==> config.mk <==
export PLATFORM = sky130hd
export DESIGN_NAME = spi_flash_engine
export DESIGN_NICKNAME = d
export VERILOG_FILES = /design/src/rtl/spi_eng_pkg.sv /design/src/rtl/spi_fifo.sv /design/src/rtl/spi_ctrl.sv /design/src/rtl/spi_datapath.sv /design/src/rtl/spi_flash_engine.sv
export SDC_FILE = /design/constraint.sdc
export NUM_CORES = 1
export LEC_CHECK = 0
export ABC_AREA = 0
export BUFFER_PORTS_ARGS = -buffer_cell sky130_fd_sc_hd__buf_4
export CORE_MARGIN = 1.5
export CORE_UTILIZATION = 23
export CTS_CLUSTER_DIAMETER = 50
export CTS_CLUSTER_SIZE = 30
export DETAILED_ROUTE_END_ITERATION = 10
export PLACE_DENSITY_LB_ADDON = 0.08
export SLEW_MARGIN = 20
export SYNTH_ARGS = -nofsm -noshare
export SYNTH_HDL_FRONTEND = slang
export SYNTH_HIERARCHICAL = 1
export SYNTH_SLANG_ARGS = --single-unit
export TNS_END_PERCENT = 5
==> constraint.sdc <==
create_clock -name clk -period 10.9 [get_ports clk]
set_input_delay 1.09 -clock clk [delete_from_list [all_inputs] [get_ports clk]]
set_output_delay 1.09 -clock clk [all_outputs]
set_load 0.02 [all_outputs]
==> src/rtl/spi_eng_pkg.sv <==
package spi_eng_pkg;
  localparam int DIV_W   = 12;
  localparam int FRAME_W = 8;
  localparam int LEN_W   = 4;

  localparam logic [7:0] ADDR_DIV    = 8'h00;
  localparam logic [7:0] ADDR_MODE   = 8'h04;
  localparam logic [7:0] ADDR_CSID   = 8'h10;
  localparam logic [7:0] ADDR_CSDEF  = 8'h14;
  localparam logic [7:0] ADDR_CSMODE = 8'h18;
  localparam logic [7:0] ADDR_FMT    = 8'h40;
  localparam logic [7:0] ADDR_TXDATA = 8'h48;
  localparam logic [7:0] ADDR_RXDATA = 8'h4C;
  localparam logic [7:0] ADDR_TXCTL  = 8'h50;
  localparam logic [7:0] ADDR_RXCTL  = 8'h54;
  localparam logic [7:0] ADDR_IE     = 8'h70;
  localparam logic [7:0] ADDR_IP     = 8'h74;

  typedef enum logic [1:0] {
    CS_AUTO = 2'd0,
    CS_RSVD = 2'd1,
    CS_HOLD = 2'd2,
    CS_OFF  = 2'd3
  } csMode_e;

  typedef struct packed {
    logic [DIV_W-1:0] div;
    logic             pol;
    logic             pha;
    logic [1:0]       proto;
    logic             lsbFirst;
    logic             dirTx;
    logic [LEN_W-1:0] frameLen;
    csMode_e          csMode;
  } spiCfg_t;

  typedef struct packed {
    logic               txPush;
    logic [FRAME_W-1:0] txData;
    logic               rxPop;
  } spiStrobe_t;
endpackage

==> src/rtl/spi_fifo.sv <==
module spi_fifo #(
  parameter int WIDTH = 8,
  parameter int DEPTH = 8,
  parameter int CW    = $clog2(DEPTH + 1)
) (
  input  logic             clk,
  input  logic             rstN,
  input  logic             push,
  input  logic [WIDTH-1:0] pushData,
  input  logic             pop,
  output logic [WIDTH-1:0] headData,
  output logic [CW-1:0]    count,
  output logic             full,
  output logic             empty
);
  localparam int AW = (DEPTH > 1) ? $clog2(DEPTH) : 1;
  localparam logic [AW-1:0] LAST = AW'(DEPTH - 1);

  logic [WIDTH-1:0] mem [DEPTH];
  logic [AW-1:0] wrPtr, rdPtr;

  assign full     = (count == CW'(DEPTH));
  assign empty    = (count == '0);
  assign headData = mem[rdPtr];

  always_ff @(posedge clk) begin
    if (push) mem[wrPtr] <= pushData;
  end

  always_ff @(posedge clk) begin
    if (!rstN) begin
      wrPtr <= '0;
      rdPtr <= '0;
      count <= '0;
    end else begin
      if (push) wrPtr <= (wrPtr == LAST) ? '0 : wrPtr + 1'b1;
      if (pop)  rdPtr <= (rdPtr == LAST) ? '0 : rdPtr + 1'b1;
      case ({push, pop})
        2'b10:   count <= count + 1'b1;
        2'b01:   count <= count - 1'b1;
        default: count <= count;
      endcase
    end
  end

  // Writers must gate on full / empty
  assert_no_overflow_R5: assert property (@(posedge clk) disable iff (!rstN)
    !(push && full));
  assert_no_underflow_R6: assert property (@(posedge clk) disable iff (!rstN)
    !(pop && empty));
  assert_count_step_R5: assert property (@(posedge clk) disable iff (!rstN)
    (push && !pop) |=> (count == $past(count) + 1'b1));
endmodule

==> src/rtl/spi_ctrl.sv <==
module spi_ctrl
  import spi_eng_pkg::*;
#(
  parameter int NUM_CS = 2,
  parameter int CSI_W  = 1,
  parameter int CW     = 4
) (
  input  logic               clk,
  input  logic               rstN,
  input  logic               regWrEn,
  input  logic               regRdEn,
  input  logic [7:0]         regAddr,
  input  logic [31:0]        regWrData,
  output logic [31:0]        regRdData,
  output logic               irqOut,
  input  logic               txFull,
  input  logic [CW-1:0]      txCount,
  input  logic               rxEmpty,
  input  logic [CW-1:0]      rxCount,
  input  logic [FRAME_W-1:0] rxHead,
  output spiCfg_t            cfg,
  output spiStrobe_t         strobe,
  output logic [CSI_W-1:0]   csId,
  output logic [NUM_CS-1:0]  csDef
);
  logic [15:0] txWm, rxWm;
  logic [1:0]  ie, ip;
  logic        unusedWrBits;

  assign unusedWrBits = ^regWrData[31:20];

  always_ff @(posedge clk) begin
    if (!rstN) begin
      cfg.div      <= DIV_W'(3);
      cfg.pol      <= 1'b0;
      cfg.pha      <= 1'b0;
      cfg.proto    <= 2'd0;
      cfg.lsbFirst <= 1'b0;
      cfg.dirTx    <= 1'b0;
      cfg.frameLen <= LEN_W'(FRAME_W);
      cfg.csMode   <= CS_AUTO;
      csId         <= '0;
      csDef        <= '1;
      txWm         <= '0;
      rxWm         <= '0;
      ie           <= '0;
    end else if (regWrEn) begin
      case (regAddr)
        ADDR_DIV:    cfg.div <= regWrData[DIV_W-1:0];
        ADDR_MODE:   {cfg.pha, cfg.pol} <= regWrData[1:0];
        ADDR_CSID:   csId <= regWrData[CSI_W-1:0];
        ADDR_CSDEF:  csDef <= regWrData[NUM_CS-1:0];
        ADDR_CSMODE: cfg.csMode <= csMode_e'(regWrData[1:0]);
        ADDR_FMT: begin
          cfg.proto    <= regWrData[1:0];
          cfg.lsbFirst <= regWrData[2];
          cfg.dirTx    <= regWrData[3];
          cfg.frameLen <= regWrData[19:16];
        end
        ADDR_TXCTL:  txWm <= regWrData[15:0];
        ADDR_RXCTL:  rxWm <= regWrData[15:0];
        ADDR_IE:     ie <= regWrData[1:0];
        default: ;
      endcase
    end
  end

  always_comb begin
    ip[0]  = (16'(txCount) < txWm);
    ip[1]  = (16'(rxCount) > rxWm);
    irqOut = |(ip & ie);
  end

  always_comb begin
    strobe.txPush = regWrEn && (regAddr == ADDR_TXDATA) && !txFull;
    strobe.txData = regWrData[FRAME_W-1:0];
    strobe.rxPop  = regRdEn && (regAddr == ADDR_RXDATA) && !rxEmpty;
  end

  always_comb begin
    case (regAddr)
      ADDR_DIV:    regRdData = 32'(cfg.div);
      ADDR_MODE:   regRdData = {30'b0, cfg.pha, cfg.pol};
      ADDR_CSID:   regRdData = 32'(csId);
      ADDR_CSDEF:  regRdData = 32'(csDef);
      ADDR_CSMODE: regRdData = {30'b0, cfg.csMode};
      ADDR_FMT:    regRdData = {12'b0, cfg.frameLen, 12'b0, cfg.dirTx,
                                cfg.lsbFirst, cfg.proto};
      ADDR_TXDATA: regRdData = {txFull, 31'b0};
      ADDR_RXDATA: regRdData = {rxEmpty, 23'b0, rxHead};
      ADDR_TXCTL:  regRdData = {16'b0, txWm};
      ADDR_RXCTL:  regRdData = {16'b0, rxWm};
      ADDR_IE:     regRdData = {30'b0, ie};
      ADDR_IP:     regRdData = {30'b0, ip};
      default:     regRdData = '0;
    endcase
  end

  // A pop request on an empty FIFO must leave the receive count untouched
  assert_empty_read_keeps_R6: assert property (@(posedge clk) disable iff (!rstN)
    (regRdEn && regAddr == ADDR_RXDATA && rxEmpty) |=> (rxCount <= 1));
endmodule

==> src/rtl/spi_datapath.sv <==
module spi_datapath
  import spi_eng_pkg::*;
#(
  parameter int NUM_CS = 2,
  parameter int CSI_W  = 1,
  parameter int DEPTH  = 8,
  parameter int CW     = 4
) (
  input  logic               clk,
  input  logic               rstN,
  input  spiCfg_t            cfg,
  input  spiStrobe_t         strobe,
  input  logic [CSI_W-1:0]   csId,
  input  logic [NUM_CS-1:0]  csDef,
  input  logic               misoIn,
  output logic               sckOut,
  output logic               mosiOut,
  output logic [NUM_CS-1:0]  csN,
  output logic               txFull,
  output logic [CW-1:0]      txCount,
  output logic               rxEmpty,
  output logic [CW-1:0]      rxCount,
  output logic [FRAME_W-1:0] rxHead
);
  localparam logic [LEN_W-1:0] FRAME_LEN = LEN_W'(FRAME_W);

  logic               txEmpty, rxFull;
  logic [FRAME_W-1:0] txHead, txShift, rxShift, rxFinal;
  logic               busy, halfB, csActive;
  logic [DIV_W-1:0]   divCnt;
  logic [LEN_W-1:0]   bitCnt, lenEff;
  logic               txPop, halfEnd, lastBit, frameDone, rxPush;

  spi_fifo #(.WIDTH(FRAME_W), .DEPTH(DEPTH), .CW(CW)) u_txFifo (
    .clk(clk), .rstN(rstN),
    .push(strobe.txPush), .pushData(strobe.txData),
    .pop(txPop), .headData(txHead),
    .count(txCount), .full(txFull), .empty(txEmpty)
  );

  spi_fifo #(.WIDTH(FRAME_W), .DEPTH(DEPTH), .CW(CW)) u_rxFifo (
    .clk(clk), .rstN(rstN),
    .push(rxPush), .pushData(rxFinal),
    .pop(strobe.rxPop), .headData(rxHead),
    .count(rxCount), .full(rxFull), .empty(rxEmpty)
  );

  always_comb begin
    lenEff    = (cfg.frameLen == '0 || cfg.frameLen > FRAME_LEN) ? FRAME_LEN : cfg.frameLen;
    txPop     = !busy && !txEmpty;
    halfEnd   = busy && (divCnt == cfg.div);
    lastBit   = (bitCnt == lenEff - 1'b1);
    frameDone = halfEnd && halfB && lastBit;
    rxPush    = frameDone && !cfg.dirTx && !rxFull;
    rxFinal   = cfg.lsbFirst ? (rxShift >> (FRAME_LEN - lenEff)) : rxShift;
  end

  always_ff @(posedge clk) begin
    if (!rstN) begin
      busy     <= 1'b0;
      halfB    <= 1'b0;
      divCnt   <= '0;
      bitCnt   <= '0;
      txShift  <= '0;
      rxShift  <= '0;
      csActive <= 1'b0;
    end else if (txPop) begin
      busy    <= 1'b1;
      halfB   <= 1'b0;
      divCnt  <= '0;
      bitCnt  <= '0;
      txShift <= cfg.lsbFirst ? txHead : (txHead << (FRAME_LEN - lenEff));
      rxShift <= '0;
      if (cfg.csMode != CS_OFF) csActive <= 1'b1;
    end else if (busy) begin
      if (!halfEnd) begin
        divCnt <= divCnt + 1'b1;
      end else begin
        divCnt <= '0;
        if (!halfB) begin
          halfB   <= 1'b1;
          rxShift <= cfg.lsbFirst ? {misoIn, rxShift[FRAME_W-1:1]}
                                  : {rxShift[FRAME_W-2:0], misoIn};
        end else begin
          halfB <= 1'b0;
          if (lastBit) begin
            busy <= 1'b0;
          end else begin
            bitCnt  <= bitCnt + 1'b1;
            txShift <= cfg.lsbFirst ? (txShift >> 1) : (txShift << 1);
          end
        end
      end
    end else if (cfg.csMode != CS_HOLD) begin
      csActive <= 1'b0;
    end
  end

  assign sckOut  = busy ? (cfg.pol ^ (cfg.pha ? ~halfB : halfB)) : cfg.pol;
  assign mosiOut = busy & (cfg.lsbFirst ? txShift[0] : txShift[FRAME_W-1]);

  generate
    for (genvar i = 0; i < NUM_CS; i++) begin : g_cs
      assign csN[i] = (csActive && cfg.csMode != CS_OFF && csId == CSI_W'(i))
                      ? ~csDef[i] : csDef[i];
    end
  endgenerate

  assert_half_period_R3: assert property (@(posedge clk) disable iff (!rstN)
    (busy && $past(busy) && (sckOut != $past(sckOut))) |-> ($past(divCnt) == $past(cfg.div)));
  assert_tx_dir_no_store_R7: assert property (@(posedge clk) disable iff (!rstN)
    (cfg.dirTx && !strobe.rxPop) |=> (rxCount <= $past(rxCount)));
  assert_select_on_start_R8: assert property (@(posedge clk) disable iff (!rstN)
    (txPop && cfg.csMode != CS_OFF) |=> csActive);
  assert_hold_keeps_R9: assert property (@(posedge clk) disable iff (!rstN)
    (cfg.csMode == CS_HOLD && $past(cfg.csMode) == CS_HOLD && $past(csActive)) |-> csActive);
endmodule

==> src/rtl/spi_flash_engine.sv <==
module spi_flash_engine
  import spi_eng_pkg::*;
#(
  parameter int NUM_CS     = 2,
  parameter int FIFO_DEPTH = 8
) (
  input  logic              clk,
  input  logic              rstN,
  input  logic              regWrEn,
  input  logic              regRdEn,
  input  logic [7:0]        regAddr,
  input  logic [31:0]       regWrData,
  output logic [31:0]       regRdData,
  output logic              irqOut,
  output logic              sckOut,
  output logic              mosiOut,
  input  logic              misoIn,
  output logic [NUM_CS-1:0] csN
);
  localparam int CSI_W = (NUM_CS > 1) ? $clog2(NUM_CS) : 1;
  localparam int CW    = $clog2(FIFO_DEPTH + 1);

  spiCfg_t            cfg;
  spiStrobe_t         strobe;
  logic [CSI_W-1:0]   csId;
  logic [NUM_CS-1:0]  csDef;
  logic               txFull, rxEmpty;
  logic [CW-1:0]      txCount, rxCount;
  logic [FRAME_W-1:0] rxHead;

  spi_ctrl #(.NUM_CS(NUM_CS), .CSI_W(CSI_W), .CW(CW)) u_ctrl (
    .clk(clk), .rstN(rstN),
    .regWrEn(regWrEn), .regRdEn(regRdEn), .regAddr(regAddr),
    .regWrData(regWrData), .regRdData(regRdData), .irqOut(irqOut),
    .txFull(txFull), .txCount(txCount), .rxEmpty(rxEmpty),
    .rxCount(rxCount), .rxHead(rxHead),
    .cfg(cfg), .strobe(strobe), .csId(csId), .csDef(csDef)
  );

  spi_datapath #(.NUM_CS(NUM_CS), .CSI_W(CSI_W), .DEPTH(FIFO_DEPTH), .CW(CW)) u_dp (
    .clk(clk), .rstN(rstN),
    .cfg(cfg), .strobe(strobe), .csId(csId), .csDef(csDef),
    .misoIn(misoIn), .sckOut(sckOut), .mosiOut(mosiOut), .csN(csN),
    .txFull(txFull), .txCount(txCount), .rxEmpty(rxEmpty),
    .rxCount(rxCount), .rxHead(rxHead)
  );
endmodule

# Yosys cells after proc, flatten, opt, wreduce, memory -nomap -nowiden
# Memory sizes are Yosys's and may differ from the RTL's. A register that Yosys moved wholly into a read port is not among the register bits.
# Index checks and enable logic that the tools add are counted.
dict set report totals {
  regBits 116
  mem_bits_rw 128
  output_inout_bits 37
  elab_cells 169
  memories 2
}
dict set report op_classes {
  addsub 12
  magnitude_cmp 3
  eq_ne 28
  n_shift 2
  mux 41
  n_bitwise 9
  reduce_logical 46
}
# name words word_bits read_ports rd_clocked_by_memory_dff write_ports line_no
set memory_table {}
lappend memory_table {u_dp.u_rxFifo.mem 8 8 1 1 1 spi_fifo.sv:19} ;# logic [WIDTH-1:0] mem [DEPTH];
lappend memory_table {u_dp.u_txFifo.mem 8 8 1 1 1 spi_fifo.sv:19}
# cell count
set ops {}
lappend ops {{$pmux 32 s12} 1}
lappend ops {{$mux 8} 9}
lappend ops {{$eq 8x7->1 const B} 7}
lappend ops {{$eq 8x5->1 const B} 3}
lappend ops {{$mux 3} 8}
lappend ops {{$reduce_and 2->1} 10}
lappend ops {{$mux 1} 19}
lappend ops {{$gt 4x16->1} 1}
lappend ops {{$lt 4x16->1} 1}
lappend ops {{$pmux 4 s2} 2}
lappend ops {{$logic_and 1x1->1} 13}
lappend ops {{$add 12x1->12 const B} 1}
lappend ops {{$add 3x1->3 const B} 4}
lappend ops {{$add 4x1->4 const B} 3}
lappend ops {{$eq 12x12->1} 1}
lappend ops {{$eq 3x3->1 const B} 4}
lappend ops {{$logic_not 4->1} 3}
lappend ops {{$mux 12} 1}
lappend ops {{$reduce_bool 2->1} 6}
lappend ops {{$sub 4x1->4 const B} 3}
lappend ops {{$eq 4x4->1 const B} 2}
lappend ops {{$eq 8x3->1 const B} 1}
lappend ops {{$logic_not 8->1} 1}
lappend ops {{$ne 2x2->1 const B} 4}
lappend ops {{18 further kinds} 33}

# Depth between registers and ports, before layout
dict set report depth {
  depth_word 10
  mapped_depth 16
}

# Modules after synthesis
# Netlist, hierarchy kept.
# mod instances cells_each area_per_inst_um2
set by_module_without_submodules {}
lappend by_module_without_submodules {spi_ctrl 1 407 3429.5}
lappend by_module_without_submodules {{spi_fifo at u_dp.u_rxFifo} 1 167 3145.5}
lappend by_module_without_submodules {{spi_fifo at u_dp.u_txFifo} 1 167 3144.3}
lappend by_module_without_submodules {spi_datapath 1 308 2544.9}

# Worst setup path after synthesis
# No wires, ideal clock.
dict set report synth_timing {
  kind {input -> register}
  start {input port regAddr[4]}
  end {register u_dp.u_txFifo.count[2]}
  arrival_ns 3.948
  required_time_ns 10.824
  path_slack_ns 6.877
  cell_stages 13
  n_path_buf 2
  cell_sequence {buf_2 -> nor4b_1 -> buf_2 -> nand2_1 -> nor4b_1 -> inv_1 -> ha_1 -> xor2_1 -> ha_1 -> a21oi_1 -> xor2_1 -> or3_1 -> a21boi_0}
}
# element line_no
set synth_rtl {}
lappend synth_rtl {{start, declared} spi_flash_engine.sv:11} ;# input logic [7:0] regAddr,
lappend synth_rtl {{end signal, assigned} spi_fifo.sv:39} ;# 2'b10: count <= count + 1'b1;
lappend synth_rtl {{end signal, assigned} spi_fifo.sv:40} ;# 2'b01: count <= count - 1'b1;
lappend synth_rtl {{end signal, assigned} spi_fifo.sv:41} ;# default: count <= count;
lappend synth_rtl {{end, declared} spi_fifo.sv:12} ;# output logic [CW-1:0] count,

# Worst setup path in the final report
dict set report layout_timing {
  start {register, netlist name u_ctrl/cfg[2]}
  end {register u_dp.u_rxFifo.count[2]}
}
dict set report layout_between {
  elab_chain_len 10
}
# element line_no
set layout_lines {}
lappend layout_lines {{$gt 4x4->1 or $logic_not 4->1 (tied branches)} spi_datapath.sv:49} ;# lenEff = (cfg.frameLen == '0 || cfg.frameLen > FRAME_LEN) ? FRAME_LEN : cfg.frameLen;
lappend layout_lines {{$logic_or 1x1->1} spi_datapath.sv:49}
lappend layout_lines {{$mux 4 (*)} spi_datapath.sv:49}
lappend layout_lines {{$sub 4x1->4 (*)} spi_datapath.sv:52} ;# lastBit = (bitCnt == lenEff - 1'b1);
lappend layout_lines {{$eq 4x4->1 (*)} spi_datapath.sv:52}
lappend layout_lines {{$logic_and 1x1->1 (*)} spi_datapath.sv:53} ;# frameDone = halfEnd && halfB && lastBit;
lappend layout_lines {{$logic_and 1x1->1 (*) (2 in a row)} spi_datapath.sv:54} ;# rxPush = frameDone && !cfg.dirTx && !rxFull;
lappend layout_lines {{net u_dp.rxPush} spi_datapath.sv:32} ;# logic txPop, halfEnd, lastBit, frameDone, rxPush;
lappend layout_lines {{$eq 2x1->1 or $eq 2x2->1 (tied branches)} spi_fifo.sv:38} ;# case ({push, pop})
lappend layout_lines {{$pmux 4 s2 or $reduce_bool 2->1 (tied branches)} --}
lappend layout_lines {{end signal, assigned} spi_fifo.sv:39}
lappend layout_lines {{end signal, assigned} spi_fifo.sv:40}
lappend layout_lines {{end signal, assigned} spi_fifo.sv:41}
lappend layout_lines {{end, declared} spi_fifo.sv:12}
# Mark *: on every way through the listed nets, which the timed path passes. The rest lies on a longest branch.
# A chain may end at the register's enable or synchronous reset.

==> summary.md <==
| Metric | Value |
|---|---|
| Status | `complete, no violations` |
| Nets | `between 1,000 and 1,500` |
| Register area share after synthesis | `roughly half` |
| Final Hold Viols | `0` |
| Avg Cell Area, Syn | `roughly 12 um2` |
| First-pass GRT wire length | `~55,000 um` |
| Total negative slack | `0 ns` |
| CTS Buf Count | `36` |
| EDFF count, synth | `around 130` |
| Tcrit/Tclk final | `a little under half` |
| Post-CTS Setup Repair Bufs | `0` |
| Root buffer cell | `clkbuf_16` |
| Max incr delay on CP | `about 0.86 ns` |
| Critical Path AT | `5.39 ns` |
| Cell Rows | `84` |
| Mapped Area | `between 0.01 and 0.015 mm2` |
| Routed wire per std cell | `about 20 um` |
| CTS Hold Buffers Added | `0` |
| Post_cts resized | `0` |
| Slew Limit Fails | `0` |
| CP required | `11.36 ns` |
| CP dominant cell by count | `ha_1` |
| Largest net degree at the start of global routing | `between 70 and 80` |
| Max-slew headroom | `~28%` |
| Slew @ Worst Pin | `around 1.1 ns` |
| Io pins | `82` |
| Antenna Nets Post-Route | `0` |
| Vias in the first global route | `approximately 8,300` |
| Hold Crit Class | `register to register` |
| PwrDens | `~170 mW/mm2` |
| Final setup viols | `0` |
| Fraction of layout cells with a size suffix above 1 | `between 10% and 20%` |
| Die area | `0.0547 mm2` |
| Synth Flop Type | `edfxtp_1` |
| Crit path cell chain | `nor2b_2 > buf_4 > inv_4 > ha_1 > xnor2_1 > nor2_1 > nand4_1 > nor4_1 > inv_1 > ha_1 > xor2_1 > ha_1 > a21oi_1 > xor2_1 > or3_1 > a21boi_0` |
| Core Area | `0.0527 mm2` |
| Area Growth Syn to Fin | `17.4%` |
| Worst Path Buf+Inv | `3` |
| RSZ-0062 raised after global routing | `false` |
| Number of synthesis warnings | `6` |
| Min cycle time layout | `between 4 and 5 ns` |
| Routed wire length | `approximately 36,000 um` |
| All-Layer GR Usage | `between 10% and 20%` |
| Estimated wirelength of the detail-placed design | `about 24,000 um` |
| Async set or reset register ratio after synthesis | `0%` |
| CP Capture Type | `register` |
| Worst path top cell family by delay | `simple AND/OR/NAND/NOR gates` |
| Slowest CP cell | `ha_1` |
| Clock slew at reported path FFs | `0.06 ns` |
| Max-Cap Viols | `0` |
| Initial antenna violation count | `1` |
| Overflow after GRT | `0` |
| DIE WIDTH | `between 200 and 250 um` |
| Max clock buf depth | `3` |
| Drt pass-1 iters | `5` |
| Leak | `around 4.9 nW` |
| Max Clk Rate | `203 MHz` |
| H-tree depth | `2` |
| Post-synth cell types | `73` |
| DRC | `0` |
| Clk Latency, worst-skew pair | `~0.55 ns` |
| Max FO, Critical Path | `23` |
| Die Height | `about 230 um` |
| IO buf count | `58` |
| Seq cells post-synth | `250` |
| Sink Count | `between 200 and 300` |
| CTS tree | `yes` |
| GPL Wtd Cong | `approximately 0.75` |
| Vias/cell | `4.56` |
| Filler cells | `5,494` |
| PnR Total Power | `2.45 mW` |
| Initial DRC count | `about 450` |
| Worst vdd ir | `0.0937 mV` |
| Initial Utilization | `a little under a quarter` |
| Crit Path Class | `register to register` |
| Setup Skew | `roughly 0.022 ns` |
| Routed vias | `roughly 8,200` |
| Post-Synthesis Cells | `1,049` |
| Nature of the critical path startpoint | `register` |
## registers in the layout, indices dropped and copies added (netlist names), 8 cells and up, named ones only
register / flops
u_dp/rxShift: 8
u_dp/u_rxFifo/mem: 64
u_ctrl/cfg: 24
u_dp/u_txFifo/mem: 64
u_dp/txShift: 8
u_ctrl/rxWm: 16
u_ctrl/txWm: 16
u_dp/divCnt: 12
## logic make-up after synthesis
group / Yosys count / synth area share (%)
other cells: 1 / 0.0306
compound gates: 154 / 8.90
xor+xnor: 38 / 2.83
flops: 250 / 51.3
simple gates: 360 / 15.2
fa+ha+maj: 24 / 2.45
buf+inv: 102 / 4.92
mux: 120 / 14.5
## synthesized netlist by cell type (8+ instances only)
library cell	instances	area share [%]
ha_1	24	2.4
nand3_1	53	2.2
dfxtp_1	122	20
buf_4	25	1.5
o21ai_0	23	0.94
a211oi_1	8	0.49
nor2_1	56	1.7
a222oi_1	8	0.65
and3_1	16	0.82
inv_1	20	0.61
nor2b_1	31	1.6
edfxtp_1	128	31
nand2b_1	12	0.61
mux2_2	29	2.7
and2_1	12	0.61
nand2_1	119	3.6
xor2_1	26	1.9
xnor2_1	11	0.79
mux4_1	30	6.4
nand4_1	8	0.41
clkbuf_1	22	0.67
a21boi_1	28	1.7
nor4_1	15	0.77
buf_2	18	0.73
a21boi_0	17	1.0
mux2i_1	57	4.7
a21oi_1	22	0.90
## metal layers
layer  wire length (um)  GRT usage [%]
met4                741           3.97
met3               1310           2.12
met5                  0              0
met2              16800           21.8
met1              17400           18.6
## area by class of cell
type / count / area (um2) / share of cell area [%]
diodes: 1 / 2.50 / 0.0174
multi-input cells: 707 / 5440 / 37.8
clock inverters: 23 / 210 / 1.46
clock buffers: 43 / 978 / 6.80
inverters: 22 / 85.1 / 0.591
well taps: 688 / 861 / 5.98
flip-flops and latches: 250 / 6290 / 43.7
repair buffers: 71 / 533 / 3.70
## placed cells by master (no fill, tap or decap), types with 6 or more instances in the layout
master       n
a21boi_1    28
ha_1        24
o21ai_0     23
or3_1        6
nor2_1      56
o22ai_1      7
nand2_1    119
xor2_1      26
mux4_1      30
a22o_1       7
a22oi_1      6
mux2i_1     57
inv_6       10
a211oi_1     8
a222oi_1     8
conb_1      11
a21boi_0    17
nand2b_1    12
nor4_1      15
clkbuf_16   37
nand4_1      8
nand3_1     53
a21oi_1     22
xnor2_1     11
inv_1       20
nor2b_1     30
and3_1      16
and2_1      12
mux2_2      29
edfxtp_1   128
dfxtp_1    122
buf_4       71
## worst paths after layout
check                 start                endpoint  slack [ns]  cells past startpoint
max           u_ctrl/cfg[2]  u_dp/u_rxFifo/count[2]        5.97                     16
min          u_ctrl/txWm[2]          u_ctrl/txWm[2]        0.47                      2
max reg2reg   u_ctrl/cfg[2]  u_dp/u_rxFifo/count[2]        5.97                     16
min reg2reg  u_ctrl/txWm[2]          u_ctrl/txWm[2]        0.47                      2
## through the flow
stage	hold slack [ns]	instance area (um2)	setup slack, ns	instances	util, %
floorplan	0.444	12300	6.88	1059	-
global placement	0.461	13200	6.05	1738	25.1
detailed placement	0.461	13200	6.05	1738	25.1
CTS	0.471	14400	6.00	1804	27.3
global route	0.486	14400	5.44	1804	27.3
finish	0.467	14400	5.97	1805	27.3
## worst min-delay path: stages, from the launching register on
cell      delay, ns
dfxtp_1        0.31
nand2_1        0.05
a21boi_1       0.05
## power by group
| group | leakage, nW | internal (mW) | total [mW] | switching (mW) |
|---|---|---|---|---|
| combinational | 2.27 | 0.109 | 0.247 | 0.139 |
| clock | 0.580 | 0.685 | 1.17 | 0.485 |
| sequential | 2.05 | 1.00 | 1.03 | 0.0301 |
Power figures use the tool's default switching activity.
